<file path="src/rtl/swl_fb_div_pkg.sv">
package swl_fb_div_pkg;

  parameter int unsigned SFD_N_MIN = 3;

  // Legal when main ratio meets the floor and swallow count is below it.
  function automatic logic ratio_ok(int unsigned n, int unsigned a);
    return (n >= SFD_N_MIN) && (a < n);
  endfunction

endpackage

</file>
<file path="src/rtl/swl_cfg_hold.sv">
module swl_cfg_hold #(
  parameter int unsigned NW    = 11,
  parameter int unsigned AW    = 7,
  parameter int unsigned N_RST = 3,
  parameter int unsigned A_RST = 0
) (
  input  logic          clk_i,
  input  logic          rst_ni,
  input  logic [NW-1:0] n_req_i,
  input  logic [AW-1:0] a_req_i,
  input  logic          narrow_req_i,
  output logic [NW-1:0] n_shd_o,
  output logic [AW-1:0] a_shd_o,
  output logic          narrow_shd_o,
  output logic          bad_o
);

  logic req_ok;

  assign req_ok = swl_fb_div_pkg::ratio_ok(int'(n_req_i), int'(a_req_i));

  always_ff @(posedge clk_i or negedge rst_ni) begin
    if (!rst_ni) begin
      n_shd_o      <= NW'(N_RST);
      a_shd_o      <= AW'(A_RST);
      narrow_shd_o <= 1'b0;
      bad_o        <= 1'b0;
    end else begin
      bad_o        <= !req_ok;
      narrow_shd_o <= narrow_req_i;
      if (req_ok) begin
        n_shd_o <= n_req_i;
        a_shd_o <= a_req_i;
      end
    end
  end

endmodule

</file>
<file path="src/rtl/swl_cycle_cnt.sv">
module swl_cycle_cnt #(
  parameter int unsigned NW = 11,
  parameter int unsigned AW = 7
) (
  input  logic          clk_i,
  input  logic          rst_ni,
  input  logic          en_i,
  input  logic [NW-1:0] n_shd_i,
  input  logic [AW-1:0] a_shd_i,
  input  logic          narrow_shd_i,
  output logic          mod_ctl_o,
  output logic          pulse_o,
  output logic          wide_o
);

  localparam logic [NW-1:0] MAIN_ONE = NW'(1);
  localparam logic [AW-1:0] SWL_ONE  = AW'(1);

  logic [NW-1:0] main_q;
  logic [AW-1:0] swl_q;
  logic          boundary;

  // Boundary: last count of a cycle, or idle state after enable.
  assign boundary = (main_q <= MAIN_ONE);

  always_ff @(posedge clk_i or negedge rst_ni) begin
    if (!rst_ni) begin
      main_q <= '0;
      swl_q  <= '0;
      wide_o <= 1'b1;
    end else if (!en_i) begin
      main_q <= '0;
      swl_q  <= '0;
    end else if (boundary) begin
      main_q <= n_shd_i;
      swl_q  <= a_shd_i;
      wide_o <= !narrow_shd_i;
    end else begin
      main_q <= main_q - MAIN_ONE;
      if (swl_q != '0) swl_q <= swl_q - SWL_ONE;
    end
  end

  assign mod_ctl_o = (swl_q != '0);
  assign pulse_o   = (main_q == MAIN_ONE);

endmodule

</file>
<file path="src/rtl/swl_fb_div.sv">
module swl_fb_div #(
  parameter int unsigned NW    = 11,
  parameter int unsigned AW    = 7,
  parameter int unsigned N_RST = 3,
  parameter int unsigned A_RST = 0
) (
  input  logic          clk_i,
  input  logic          rst_ni,
  input  logic          en_i,
  input  logic [NW-1:0] n_ratio_i,
  input  logic [AW-1:0] a_ratio_i,
  input  logic          narrow_sel_i,
  output logic          mod_ctl_o,
  output logic          cmp_pulse_o,
  output logic          wide_o,
  output logic          bad_cfg_o
);

  logic [NW-1:0] n_shd;
  logic [AW-1:0] a_shd;
  logic          narrow_shd;

  swl_cfg_hold #(.NW(NW), .AW(AW), .N_RST(N_RST), .A_RST(A_RST)) cfg_i (
    .clk_i        (clk_i),
    .rst_ni       (rst_ni),
    .n_req_i      (n_ratio_i),
    .a_req_i      (a_ratio_i),
    .narrow_req_i (narrow_sel_i),
    .n_shd_o      (n_shd),
    .a_shd_o      (a_shd),
    .narrow_shd_o (narrow_shd),
    .bad_o        (bad_cfg_o)
  );

  swl_cycle_cnt #(.NW(NW), .AW(AW)) cnt_i (
    .clk_i        (clk_i),
    .rst_ni       (rst_ni),
    .en_i         (en_i),
    .n_shd_i      (n_shd),
    .a_shd_i      (a_shd),
    .narrow_shd_i (narrow_shd),
    .mod_ctl_o    (mod_ctl_o),
    .pulse_o      (cmp_pulse_o),
    .wide_o       (wide_o)
  );

endmodule

</file>
<file path="config.mk">
export PLATFORM = sky130hd
export DESIGN_NAME = swl_fb_div
export DESIGN_NICKNAME = d
export VERILOG_FILES = /design/src/rtl/swl_fb_div_pkg.sv /design/src/rtl/swl_cfg_hold.sv /design/src/rtl/swl_cycle_cnt.sv /design/src/rtl/swl_fb_div.sv
export SDC_FILE = /design/constraint.sdc
export NUM_CORES = 1
export LEC_CHECK = 0
export ABC_AREA = 1
export CORE_UTILIZATION = 33
export CTS_BUF_LIST = sky130_fd_sc_hd__clkbuf_8
export DETAILED_ROUTE_END_ITERATION = 8
export DONT_BUFFER_PORTS = 1
export HOLD_SLACK_MARGIN = 0.02
export PLACE_DENSITY_LB_ADDON = 0.08
export SYNTH_ARGS = -nofsm -noshare
export SYNTH_HDL_FRONTEND = slang
export SYNTH_SLANG_ARGS = --single-unit
</file>
<file path="constraint.sdc">
create_clock -name clk_i -period 2.2 [get_ports clk_i]
set_input_delay 0.44 -clock clk_i [delete_from_list [all_inputs] [get_ports clk_i]]
set_output_delay 0.44 -clock clk_i [all_outputs]
set_load 0.1 [all_outputs]
</file>
==> impl_results.md <==
* Hold Buf Count CTS at 2
* Bufs and invs on worst path at 2
* RSZ-0062 raised after global routing: false
* Clock slew at reported path FFs at 0.08 ns
* Number of synthesized flops with an enable pin at 0
* Register area at 979.7 um^2
* DP Wirelength at 3.506 mm
* Antenna-violating nets left at 0
* Syn_nets at 308
* Commonest cells after routing, fill and taps aside: 85 x nand2_1, 36 x dfrtp_1, 28 x inv_1
* Clock Latency Late Sink at 0.29 ns
* Synthesized cell area at 0.002285 mm^2
* Clock Skew at 0.004519 ns
* Number of buffers created by CTS at 5
* Post-synth ARST share at 1.000
* Routability cong. at 0.7681
* CTS Buffer Depth at 2
* Worst path max stage delay at 0.38 ns
* GRT Overall Usage at 0.1492
* Cells after synthesis at 277
* Minimum clock period at 2.000 ns
* Hold Path Class: primary input to register
* Post-Route WL at 4.531 mm
* Max-slew headroom at 0.6659
* Max Slew Vio Count at 0
* Vias in the first global route at 1724
* Routed vias at 1674
* Initial antenna violation count at 0
* Clock Tree Root: clkbuf_8
* Post-CTS sizing at 0
* Multi-input gate area at 0.001104 mm^2
* Startpoint Class: register
* Post-synthesis sequential area ratio at 0.4288
* Period utilization at 0.9089
* Initial core utilization at 0.3498
* Ys Warns at 0
* Clk sink count at 39
* Commonest non-fill, non-tap cell in the layout: nand2_1
* CP Max Fanout at 4
* DRC viols at 0
* H-tree depth at 2
* Pleak at 0.001318 uW
* Peak VDD IR at 0.3819 mV
* First-pass GRT wire length at 8.273 mm
* Max Clock Freq at 500.1 MHz
* Power density cells at 1298 mW/mm^2
* Total Die Area at 0.007260 mm^2
* Count of final setup violators at 0
* Vias per Instance at 4.586
* Main synth FF type: dfrtp_1
* Final TNS setup at 0 ns
* Slew @ Worst Pin at 0.5011 ns
* # nets final at 318
* CP top delay family: flip-flops
* Area Overhead vs Synth at 11.45%
* Worst path most repeated cell: nand2_1
* Routed WL per cell at 12.41 um
* Power consumption at 3304 uW
* 1st-pass router iterations at 4
* Grt total ovfl at 0
* Cell Chain, Critical Path: inv_1 -> ha_1 -> nand2_1 -> nor2_2 -> nand2_1 -> buf_4
* Crit path DAT at 1.56 ns
* CP max-delay cell: dfrtp_1
* Row cnt at 29
* Post-CTS Repair Setup Buffers at 0
* CTS tree: built
* Buffers on Ports at 0
* Crit path capture type: primary output
* Synthesis-stage register bit count at 39
* Worst setup path class: register to primary output
* Number of diodes at 0
* Status: finished clean
* Pin count of the biggest net entering global routing at 40
* Initial detailed-routing violation count at 74
* Core Region at 0.006531 mm^2
* MaxCap Viol Count at 0
* Required @ worst endpoint at 1.76 ns
* Layout cell share with drive strength beyond 1 at 0.2292
* Distinct cells, synth at 27
* Die Span Y at 85.21 um
* Final hold vios at 0
* Layout fillers at 690
* IO Pins at 26
* Avg Synthesized Cell Area at 8.248 um^2
* Die Wd at 85.21 um
stage by stage:
stage	util	std cells	setup slack [ns]	cell area [um^2]	hold WS (ns)
global route	0.3898	365	0.08821	2546	0.1443
global placement	0.3644	355	0.4985	2380	0.1451
detailed placement	0.3644	355	0.4804	2380	0.1452
finish	0.3898	365	0.2003	2546	0.1655
floorplan	-	277	0.007206	2285	0.1444
CTS	0.3898	365	0.1768	2546	0.1523
metal layers:
layer | track usage | vias to the layer above | share of wire
met2 | 0.2148 | 31 | 0.42
met1 | 0.2118 | 753 | 0.53
met3 | 0.03599 | 5 | 0.037
met4 | 0.06626 | 0 | 0.019
met5 | 0 | - | 0
li1 | - | 885 | -
flip-flops by register name, indices dropped and copies added, names as in the netlist:
register and count:
cnt_i.main_q 11, cfg_i.narrow_shd_o 1, cfg_i.bad_o 1, cnt_i.wide_o 1, cfg_i.a_shd_o 7, cnt_i.swl_q 7, cfg_i.n_shd_o 11
cells by family after synthesis:
logic type,after synthesis,synth area share
flops,39,0.4288
compound gates,20,0.05367
xor+xnor,10,0.03834
buf+inv,45,0.08817
fa+ha+maj,9,0.04929
simple gates,154,0.3417
synthesized netlist by cell type, types with 2 or more instances:
library cell | instances | area (um^2)
nand4_1 | 17 | 106.4
a21oi_1 | 6 | 30.03
inv_4 | 2 | 12.51
xor2_1 | 7 | 61.31
inv_1 | 28 | 105.1
dfstp_2 | 3 | 78.83
nand2_4 | 3 | 33.78
nor2_2 | 5 | 31.28
o21ai_2 | 6 | 52.55
nand3_1 | 9 | 45.04
buf_2 | 3 | 15.01
dfrtp_1 | 36 | 900.9
nand2_1 | 85 | 319.1
nand2_2 | 15 | 93.84
nor2_4 | 3 | 33.78
o21ai_0 | 6 | 30.03
ha_1 | 9 | 112.6
inv_2 | 10 | 37.54
nand3_4 | 2 | 35.03
nor2_1 | 12 | 45.04
xnor2_1 | 3 | 26.28
o21ai_1 | 2 | 10.01
cell type report:
class | instances | area share
Multi-Input combinational cell | 193 | 0.4334
Sequential cell | 39 | 0.3848
Inverter | 40 | 0.06093
Tap cell | 77 | 0.03784
Timing Repair Buffer | 8 | 0.02948
Clock buffer | 5 | 0.02703
Clock inverter | 3 | 0.02654
path summary, 6_finish.rpt:
kind | start | end | slack (ns) | depth (start not counted)
setup reg to reg | cnt_i.swl_q[0] | cnt_i.swl_q[1] | 0.51 | 11
hold reg to reg | cfg_i.narrow_shd_o | cnt_i.wide_o | 0.41 | 1
hold / removal | narrow_sel_i | cfg_i.narrow_shd_o | 0.17 | 0
min in group asynchronous | rst_ni | cfg_i.n_shd_o[2] | 0.60 | 2
setup / recovery | cnt_i.swl_q[0] | mod_ctl_o | 0.20 | 6
max in group asynchronous | rst_ni | cnt_i.wide_o | 1.35 | 2
power by group:
part / total [uW] / switching [uW] / internal [uW]
sequential: 1070 / 181 / 887
combinational: 1520 / 991 / 525
clock: 719 / 266 / 452
worst reg2reg max path, cell delays in order (launching register included):
cell and delay (ns):
dfrtp_1 0.38, inv_1 0.12, ha_1 0.21, nand2_1 0.08, nor2_2 0.14, nand2_1 0.10
nor2_2 0.14, nand3_1 0.11, nand2_2 0.15, inv_2 0.06, nand2_1 0.06, nand2_1 0.05
Note: power is estimated with default switching activity, not from simulation.
